==> src/rtl/lr_seq_pkg.sv <==
package lr_seq_pkg;

    localparam int LR_IDX_W = 4;

    typedef logic [LR_IDX_W-1:0] lr_idx_t;

    typedef enum logic [1:0] {
        OP_REDUCE   = 2'd0,
        OP_PROBE    = 2'd1,
        OP_CHECK    = 2'd2,
        OP_EXCHANGE = 2'd3
    } lr_op_e;

    typedef enum logic [1:0] {
        ST_IDLE  = 2'd0,
        ST_ISSUE = 2'd1,
        ST_WAIT  = 2'd2
    } lr_state_e;

    typedef struct packed {
        lr_op_e  op;
        lr_idx_t col;
        lr_idx_t row;
    } lr_cmd_t;

    typedef struct packed {
        logic relax;
        logic absb;
        logic swap;
    } lr_flags_t;

    // Column after an exchange: one back, never below 2.
    function automatic lr_idx_t col_step_back(lr_idx_t k);
        return (k > lr_idx_t'(2)) ? lr_idx_t'(k - 1'b1) : lr_idx_t'(2);
    endfunction

    function automatic lr_cmd_t make_cmd(lr_op_e op, lr_idx_t col, lr_idx_t row);
        lr_cmd_t c;
        c.op  = op;
        c.col = col;
        c.row = row;
        return c;
    endfunction

endpackage

==> src/rtl/lr_step_decider.sv <==
module lr_step_decider
    import lr_seq_pkg::*;
#(
    parameter int DIM = 4
) (
    input  lr_cmd_t   cur_i,
    input  lr_flags_t flags_i,
    output lr_cmd_t   nxt_o,
    output logic      finish_o
);
    localparam lr_idx_t LAST_COL = lr_idx_t'(DIM);

    lr_idx_t k_dn;
    lr_idx_t k_up;
    lr_idx_t n_dn;
    lr_cmd_t to_check;

    always_comb begin
        k_dn     = col_step_back(cur_i.col);
        k_up     = lr_idx_t'(cur_i.col + 1'b1);
        n_dn     = lr_idx_t'(cur_i.row - 1'b1);
        to_check = make_cmd(OP_CHECK, cur_i.col, lr_idx_t'(cur_i.col - 1'b1));
        nxt_o    = cur_i;
        finish_o = 1'b0;
        unique case (cur_i.op)
            OP_REDUCE: begin
                if (cur_i.row > lr_idx_t'(1))
                    nxt_o = make_cmd(OP_PROBE, cur_i.col, n_dn);
                else
                    nxt_o = to_check;
            end
            OP_PROBE: begin
                if (flags_i.relax || flags_i.absb)
                    nxt_o = make_cmd(OP_REDUCE, cur_i.col, cur_i.row);
                else if (cur_i.row > lr_idx_t'(1))
                    nxt_o = make_cmd(OP_PROBE, cur_i.col, n_dn);
                else
                    nxt_o = to_check;
            end
            OP_CHECK: begin
                if (flags_i.swap)
                    nxt_o = make_cmd(OP_EXCHANGE, cur_i.col, cur_i.row);
                else if (cur_i.col >= LAST_COL)
                    finish_o = 1'b1;
                else
                    nxt_o = make_cmd(OP_REDUCE, k_up, cur_i.col);
            end
            OP_EXCHANGE: begin
                nxt_o = make_cmd(OP_REDUCE, k_dn, lr_idx_t'(k_dn - 1'b1));
            end
            default: nxt_o = cur_i;
        endcase
    end
endmodule

==> src/rtl/lr_cycle_meter.sv <==
module lr_cycle_meter #(
    parameter int CNT_W = 16
) (
    input  logic             clk,
    input  logic             rst,
    input  logic             clear_i,
    input  logic             count_i,
    input  logic             capture_i,
    output logic [CNT_W-1:0] cycles_o
);
    logic [CNT_W-1:0] run_cnt;

    always_ff @(posedge clk) begin
        if (rst) begin
            run_cnt  <= '0;
            cycles_o <= '0;
        end else begin
            if (clear_i)
                run_cnt <= '0;
            else if (count_i)
                run_cnt <= run_cnt + 1'b1;
            if (capture_i)
                cycles_o <= run_cnt + 1'b1;
        end
    end

    // the captured count is never zero once a run completed
    assert_capture_nonzero_R8: assert property (@(posedge clk) disable iff (rst)
        capture_i |=> (cycles_o != '0));
endmodule

==> src/rtl/lr_seq_ctrl.sv <==
module lr_seq_ctrl
    import lr_seq_pkg::*;
#(
    parameter int DIM = 4
) (
    input  logic      clk,
    input  logic      rst,
    input  logic      start_i,
    input  logic      ready_i,
    input  lr_flags_t flags_i,
    output lr_cmd_t   cmd_o,
    output logic      cmd_valid_o,
    output logic      busy_o,
    output logic      accept_o,
    output logic      capture_o,
    output logic      done_o
);
    lr_state_e state;
    lr_cmd_t   cmd_q;
    lr_cmd_t   nxt_cmd;
    logic      finish;
    logic      take_ready;

    lr_step_decider #(.DIM(DIM)) decider_i (
        .cur_i    (cmd_q),
        .flags_i  (flags_i),
        .nxt_o    (nxt_cmd),
        .finish_o (finish)
    );

    assign accept_o    = (state == ST_IDLE) && start_i;
    assign take_ready  = (state == ST_WAIT) && ready_i;
    assign capture_o   = take_ready && finish;
    assign cmd_valid_o = (state == ST_ISSUE);
    assign busy_o      = (state != ST_IDLE);
    assign cmd_o       = cmd_q;

    always_ff @(posedge clk) begin
        if (rst) begin
            state  <= ST_IDLE;
            cmd_q  <= make_cmd(OP_REDUCE, lr_idx_t'(2), lr_idx_t'(1));
            done_o <= 1'b0;
        end else begin
            done_o <= capture_o;
            unique case (state)
                ST_IDLE: begin
                    if (start_i) begin
                        cmd_q <= make_cmd(OP_REDUCE, lr_idx_t'(2), lr_idx_t'(1));
                        state <= ST_ISSUE;
                    end
                end
                ST_ISSUE: state <= ST_WAIT;
                ST_WAIT: begin
                    if (ready_i) begin
                        if (finish) begin
                            state <= ST_IDLE;
                        end else begin
                            cmd_q <= nxt_cmd;
                            state <= ST_ISSUE;
                        end
                    end
                end
                default: state <= ST_IDLE;
            endcase
        end
    end

    initial begin
        assert_dim_fits_R6: assert (DIM >= 2 && DIM < (1 << LR_IDX_W));
    end

    assert_cmd_pulse_R7: assert property (@(posedge clk) disable iff (rst)
        cmd_valid_o |=> !cmd_valid_o);

    assert_col_range_R6: assert property (@(posedge clk) disable iff (rst)
        cmd_valid_o |-> (cmd_o.col >= lr_idx_t'(2) && cmd_o.col <= lr_idx_t'(DIM)));

    assert_row_range_R4: assert property (@(posedge clk) disable iff (rst)
        cmd_valid_o |-> (cmd_o.row >= lr_idx_t'(1) && cmd_o.row < cmd_o.col));

    assert_no_probe_top_R3: assert property (@(posedge clk) disable iff (rst)
        (cmd_valid_o && cmd_o.op == OP_PROBE) |-> (cmd_o.row < lr_idx_t'(cmd_o.col - 1'b1)));

    assert_exchange_after_check_R5: assert property (@(posedge clk) disable iff (rst)
        (cmd_valid_o && cmd_o.op == OP_EXCHANGE) |-> $past(cmd_o.op == OP_CHECK && ready_i));

    assert_entry_cmd_R2: assert property (@(posedge clk) disable iff (rst)
        accept_o |=> (cmd_valid_o && cmd_o.op == OP_REDUCE
                      && cmd_o.col == lr_idx_t'(2) && cmd_o.row == lr_idx_t'(1)));

    assert_done_pulse_R8: assert property (@(posedge clk) disable iff (rst)
        done_o |=> !done_o);

    assert_done_idle_R8: assert property (@(posedge clk) disable iff (rst)
        done_o |-> !busy_o);
endmodule

==> src/rtl/lr_sequencer.sv <==
module lr_sequencer
    import lr_seq_pkg::*;
#(
    parameter int DIM   = 4,
    parameter int CNT_W = 16
) (
    input  logic                clk,
    input  logic                rst,
    input  logic                start_i,
    input  logic                dp_ready_i,
    input  logic                relax_viol_i,
    input  logic                abs_viol_i,
    input  logic                swap_req_i,
    output logic                cmd_valid_o,
    output logic [1:0]          cmd_op_o,
    output logic [LR_IDX_W-1:0] cmd_col_o,
    output logic [LR_IDX_W-1:0] cmd_row_o,
    output logic                busy_o,
    output logic                done_o,
    output logic [CNT_W-1:0]    cycles_o
);
    lr_flags_t flags;
    lr_cmd_t   cmd;
    logic      accept;
    logic      capture;

    assign flags.relax = relax_viol_i;
    assign flags.absb  = abs_viol_i;
    assign flags.swap  = swap_req_i;

    lr_seq_ctrl #(.DIM(DIM)) ctrl_i (
        .clk         (clk),
        .rst         (rst),
        .start_i     (start_i),
        .ready_i     (dp_ready_i),
        .flags_i     (flags),
        .cmd_o       (cmd),
        .cmd_valid_o (cmd_valid_o),
        .busy_o      (busy_o),
        .accept_o    (accept),
        .capture_o   (capture),
        .done_o      (done_o)
    );

    lr_cycle_meter #(.CNT_W(CNT_W)) meter_i (
        .clk       (clk),
        .rst       (rst),
        .clear_i   (accept),
        .count_i   (busy_o),
        .capture_i (capture),
        .cycles_o  (cycles_o)
    );

    assign cmd_op_o  = cmd.op;
    assign cmd_col_o = cmd.col;
    assign cmd_row_o = cmd.row;
endmodule

==> config.mk <==
export PLATFORM = sky130hd
export DESIGN_NAME = lr_sequencer
export DESIGN_NICKNAME = d
export VERILOG_FILES = /design/src/rtl/lr_seq_pkg.sv /design/src/rtl/lr_step_decider.sv /design/src/rtl/lr_cycle_meter.sv /design/src/rtl/lr_seq_ctrl.sv /design/src/rtl/lr_sequencer.sv
export SDC_FILE = /design/constraint.sdc
export NUM_CORES = 1
export LEC_CHECK = 0
export BUFFER_PORTS_ARGS = -buffer_cell sky130_fd_sc_hd__buf_2
export CORE_ASPECT_RATIO = 1.4
export CORE_MARGIN = 4
export CORE_UTILIZATION = 45
export DETAILED_ROUTE_END_ITERATION = 12
export GPL_ROUTABILITY_DRIVEN = 0
export HOLD_SLACK_MARGIN = 0.05
export PLACE_DENSITY = 0.77
export SLEW_MARGIN = 25
export SYNTH_ARGS = -nofsm -noshare
export SYNTH_HDL_FRONTEND = slang
export SYNTH_SLANG_ARGS = --single-unit
export TNS_END_PERCENT = 100
==> constraint.sdc <==
create_clock -name clk -period 1.9 [get_ports clk]
set_input_delay 0.19 -clock clk [delete_from_list [all_inputs] [get_ports clk]]
set_output_delay 0.19 -clock clk [all_outputs]
set_load 0.03 [all_outputs]
### Word level (Yosys, flattened, before mapping)

Index checks and enable logic that the tools add are counted.

* output and inout port bits: 29
* word-level logic and storage cells: 56
* flip-flop bits (word level): 45
* input bits: 7

* multiplexer cells: 17
* order comparisons: 3
* equal/unequal tests: 12
* add/subtract/negate cells: 5
* reduce and logical (&&, ||, !) cells: 12

Operators with widths (number)
* 10-bit 2-to-1 mux: 7
* 10-bit case mux with 4 select lines: 1
* 10-bit case mux with 2 select lines: 1
* 16-bit by 1-bit adder with 16-bit output (second input constant): 1
* 4-bit by 1-bit subtractor with 4-bit output (second input constant): 3
* 3-bit inequality test (second input constant): 3
* 7-bit AND reduction: 1
* 2-bit equality test (second input constant): 3
* 2-bit inequality test (second input constant): 3
* 2-bit case mux with 3 select lines: 1
* 5-bit AND reduction: 1
* 4-bit by 1-bit adder with 4-bit output (second input constant): 1
* 2-bit by 1-bit equality test with 1-bit output (second input constant): 2
* 4-bit by 3-bit >= comparator with 1-bit output (second input constant): 1
* 4-bit by 1-bit greater-than comparator with 1-bit output (second input constant): 1
* 4-bit by 2-bit greater-than comparator with 1-bit output (second input constant): 1
* 2-bit logical NOT: 2
* 1-bit 2-to-1 mux: 4
* 2-bit 2-to-1 mux: 2
* 4-bit 2-to-1 mux: 1
* 4-bit inequality test (second input constant): 1
* 2-bit nonzero test: 2
* 1-bit logical AND: 3
* 2-bit AND reduction: 1
* other kinds (2): 2

### Logic depth before layout (Yosys ltp)

* word-level depth: 7
* depth in mapped cells: 9
* depth with buffers taken out: 8

### Modules after synthesis

Synthesis repeated with hierarchy kept, for this count alone.

* cells, all modules: 313
* area total of the unflattened synthesis: 2651.3 µm²

Modules (own cells, without submodules)
* lr_cycle_meter: seq. area each 640.6 µm², area each 1519.0 µm², instances 1, cells an instance 172
* lr_seq_ctrl: seq. area each 260.2 µm², area each 570.5 µm², instances 1, cells an instance 58
* lr_step_decider: seq. area each 0.0 µm², area each 561.8 µm², instances 1, cells an instance 83

### Worst setup path before layout

No wires, ideal clock.

* kind: flip-flop to flip-flop
* start point: register ctrl_i.cmd_q, in the netlist ctrl_i.cmd_o[4]
* end point: register ctrl_i.cmd_q, in the netlist ctrl_i.cmd_o[5]
* path slack: -0.248 ns
* cell stages (with the launch flop): 9
* required time: 1.780 ns
* data arrival time: 2.028 ns
* library setup time: 0.120 ns
* period minus slack after synthesis: 2.148 ns
* path buffers: 1
* cells stage by stage: dfxtp_1 clkbuf_1 inv_1 ha_1 nand2b_1 nand2_1 nand2_1 a221o_1 a211o_1

* cells in the longest elaborated chain, start to end: 7
* elaborated cells between the ends (all ways): 17
* those cells by class: add/sub: 2; order compare: 2; eq/ne: 2; mux: 10; reduce/logical: 1

Ends and longest elaborated chain
* start: declaration: RTL line lr_seq_ctrl.sv:19 `lr_cmd_t cmd_q;`
* start signal: assignment: RTL line lr_seq_ctrl.sv:41 `cmd_q <= make_cmd(OP_REDUCE, lr_idx_t'(2), lr_idx_t'(1));`
* start signal: assignment: RTL line lr_seq_ctrl.sv:48 `cmd_q <= make_cmd(OP_REDUCE, lr_idx_t'(2), lr_idx_t'(1));`
* start signal: assignment: RTL line lr_seq_ctrl.sv:58 `cmd_q <= nxt_cmd;`
* 4-bit by 1-bit adder with 4-bit output: RTL line lr_step_decider.sv:20 `k_up = lr_idx_t'(cur_i.col + 1'b1);`
* 10-bit 2-to-1 mux: RTL line lr_step_decider.sv:43 `else if (cur_i.col >= LAST_COL)`
* 10-bit 2-to-1 mux: RTL line lr_step_decider.sv:41 `if (flags_i.swap)`
* 10-bit case mux with 4 select lines: RTL line lr_step_decider.sv:25 `unique case (cur_i.op)`
* 10-bit 2-to-1 mux: RTL line lr_seq_ctrl.sv:55 `if (finish) begin`
* 10-bit 2-to-1 mux: RTL line lr_seq_ctrl.sv:54 `if (ready_i) begin`
* 10-bit case mux with 2 select lines: RTL line lr_seq_ctrl.sv:45 `unique case (state)`

Parallel ways exist; a longest one is shown, timed or not. The select of a mux whose other input is x is not followed.
A chain may end at the register's enable or synchronous reset.

### Final worst setup path

* start point: register ctrl_i.cmd_q, in the netlist ctrl_i.cmd_o[0]
* end point: register ctrl_i.cmd_q, in the netlist ctrl_i.cmd_o[1]

* cells in the longest elaborated chain, start to end: 7
* elaborated cells between the ends (all ways): 8
* those cells by class: add/sub: 1; order compare: 1; mux: 6

Ends and longest elaborated chain
* 4-bit by 1-bit subtractor with 4-bit output or 4-bit by 1-bit greater-than comparator with 1-bit output (tied branches): RTL line lr_step_decider.sv:21, lr_step_decider.sv:27, lr_step_decider.sv:35
* 10-bit 2-to-1 mux *: RTL line lr_step_decider.sv:27, lr_step_decider.sv:35
* 10-bit 2-to-1 mux: RTL line lr_step_decider.sv:33 `if (flags_i.relax || flags_i.absb)`
* 10-bit case mux with 4 select lines *: RTL line lr_step_decider.sv:25
* 10-bit 2-to-1 mux *: RTL line lr_seq_ctrl.sv:55
* 10-bit 2-to-1 mux *: RTL line lr_seq_ctrl.sv:54
* 10-bit case mux with 2 select lines *: RTL line lr_seq_ctrl.sv:45

Every way passes the cells marked *; elsewhere a longest branch is shown, timed or not. The select of a mux whose other input is x is not followed.

==> qor.yml <==
status:
  outcome: "completed"
worst_setup_path:
  start_kind: "register"
  cp.required_ns: 2.13
  ff2ff_path_depth: 8
  end_kind: "register"
  crit_path_max_fanout: 6
  regToRegEndpoint: "ctrl_i.cmd_o[1]$_SDFFE_PP0P_"
  r2r_slack_ns: 0.008
  crit_end: "ctrl_i.cmd_o[1]$_SDFFE_PP0P_"
  critPathKind: "register to register"
  worstPathArrival_ns: 2.12
  timing.rr.start: "ctrl_i.cmd_o[0]$_SDFFE_PP1P_"
  cp-startpoint: "ctrl_i.cmd_o[0]$_SDFFE_PP1P_"
timing:
  maxSlewHeadroom_pct: 61.9
  setup_viol: 0
  skew_ns: 0.0109
  final_max_slew_viol_count: 0
  rsz0062_at_grt: "yes"
  fmax_mhz: 529
  min_period_over_period_pct: 99.6
  setup_ws_ns: 0.00785
  period_needed_ns: 1.89
  hold_violations: 0
  fin_tns_setup_ns: 0
  tightest_slew_ns: 0.569
place:
  port_buffers: 35
  placed_area_um2: 2900
  dp_slack_ns: 0.0156
  dp_hpwl_mm: 4.35
logic_synthesis:
  yosysUniqueCellTypes: 52
  async_flop_share_pct: 0
  synth_top_area_share_pct: 34.9
  synth-seq-cells: 45
  synth_ff_type: "dfxtp_1"
  yosysSeqAreaShare_pct: 34.9
  netlist_top_cells_count: "46 x nor2_1, 45 x dfxtp_1, 30 x nand2_1"
  synth.largest_area_cell: "dfxtp_1"
  syn_area_per_cell_um2: 8.67
  netlist_instances: 298
  synth_nets: 311
  yosysMostFrequentCell: "nor2_1"
  netlist_area_um2: 2580
  yosys_warnings: 0
  synthTopCellsByArea: "dfxtp_1 35%, a211oi_2 7.3%, nor2_1 6.7%"
  synth_edf_count: 0
final_layout:
  utilization_pct: 54.6
  stdcell_area_um2: 3020
  final_nets: 357
  antennaDiodeCount: 0
  syn_to_final_growth_pct: 16.9
  drive_gt1_share_pct: 27.5
drt:
  drt-initial-drc-count: 126
  ant_nets: 0
  finalWirelength_mm: 5.86
  wire_per_inst_um: 14.2
  detail_route.first_pass.iterations: 4
  viasPerCell: 5.46
  route.detailed.drc: 0
  vias: 2253
global_routing:
  grt_pass1_wl_mm: 9.95
  grt_pass1_vias: 2183
  grt_overflow_total: 0
  grt_usage_pct: 17.4
  grt_max_degree: 30
  antenna_found_initial: 0
power_and_ir_drop:
  vdd_drop_max_mv: 0.279
  total_power_mw: 1.97
  p_per_area_nw_per_um2: 653
  p_leak_nw: 1.16
floorplanning:
  dieWidth_um: 72.0
  rows: 32
  die_area_um2: 7030
  start_util_pct: 46.7
  pin_count: 36
  design.core.area_um2: 5530
  dieHeight_um: 97.6
clock_tree:
  cts.path.max_buffers: 2
  post_cts_buffers: 0
  clk_pin_slew_ns: 0.09
  cts_tree: "built"
  root_buffer: "clkbuf_8"
  cts.sinks: 45
  htree_levels: 2
  cts_buffers: 5
  clock_latency_ns: 0.31
hold_path:
  hold_class: "input port to register"
job:
  cap_violations: 0
## worst max-delay path: stages, from the launching register on
cell	delay [ns]
dfxtp_2	0.36
inv_1	0.09
ha_2	0.20
nor2_1	0.07
nor3_1	0.34
mux2i_1	0.24
a222oi_1	0.08
or3_1	0.32
a21oi_1	0.13
## cells in the final DEF (no fill, tap or decap), types with 5 or more instances in the layout
master    count
nand2_1      30
nand2b_1      5
inv_1         7
buf_4        17
xnor2_1      14
ha_1          5
nor2_2        6
nor2_1       45
dfxtp_1      41
or3_1         5
nor2b_1       6
clkbuf_8      5
a21oi_1      14
a211oi_2     15
buf_2        35
xor2_1       18
o21ai_0       8
## kinds of logic after synthesis
| logic type | share of synthesized area, % |
|---|---|
| flip-flops | 34.9 |
| AND/OR/NAND/NOR | 25.2 |
| multiplexers | 1.16 |
| AO/OA/AOI/OAI | 20.2 |
| XOR/XNOR | 10.9 |
| buffers and inverters | 4.75 |
| adder cells (fa/ha/maj) | 2.91 |
## worst min path at each step
stage                                startpoint                                to  slack, ns  depth (start not counted)
6_report                             dp_ready_i      ctrl_i.state[1]$_SDFFE_PP0P_       0.24                          4
5_1_grt                              dp_ready_i      ctrl_i.state[1]$_SDFFE_PP0P_       0.25                          4
4_1_cts                              dp_ready_i      ctrl_i.state[1]$_SDFFE_PP0P_       0.24                          4
3_5_place_dp   meter_i.cycles_o[1]$_SDFFE_PP0P_  meter_i.cycles_o[1]$_SDFFE_PP0P_       0.47                          2
3_3_place_gp   meter_i.cycles_o[0]$_SDFFE_PP0P_  meter_i.cycles_o[0]$_SDFFE_PP0P_       0.47                          2
2_1_floorplan                        dp_ready_i      ctrl_i.state[1]$_SDFFE_PP0P_       0.37                          3
## layer usage
layer	track usage [%]	routed length [um]	vias up
met5	0	0	-
met4	6.08	114	0
met3	3.42	325	9
met2	32.1	3120	73
met1	19.3	2300	1038
li1	-	-	1133
## where the power goes
part           switching, mW  internal (mW)  leakage [nW]
Combinational          0.156         0.0937         0.743
Clock                  0.351          0.394        0.0543
Sequential            0.0205          0.956         0.364
## flip-flops by register name, indices dropped and copies added, names as in the netlist
signal            flops
ctrl_i.cmd_o         10
ctrl_i.done_o         1
meter_i.run_cnt      16
ctrl_i.state          2
meter_i.cycles_o     16
## per-stage QoR
step	instances	hold slack [ns]
2_1_floorplan	298	0.373
3_3_place_gp	405	0.466
3_5_place_dp	405	0.472
4_1_cts	413	0.239
5_1_grt	413	0.253
6_report	413	0.240
## repair_timing
| item | in CTS | in global routing |
|---|---|---|
| hold buffers | 0 | 0 |
| gates resized for setup | 0 | 4 |
| endpoints found under the setup margin | 0 | 12 |
## final cells by class
class                      instances  area, um2
sequential                        45        906
multi-input combinational        232       1560
tap                               68       85.1
fill                             537       2510
timing repair buffer              53        323
clock inverter                     3       46.3
clock buffer                       5       68.8
inverter                           7       26.3
Note: power is estimated with default switching activity, not from simulation.
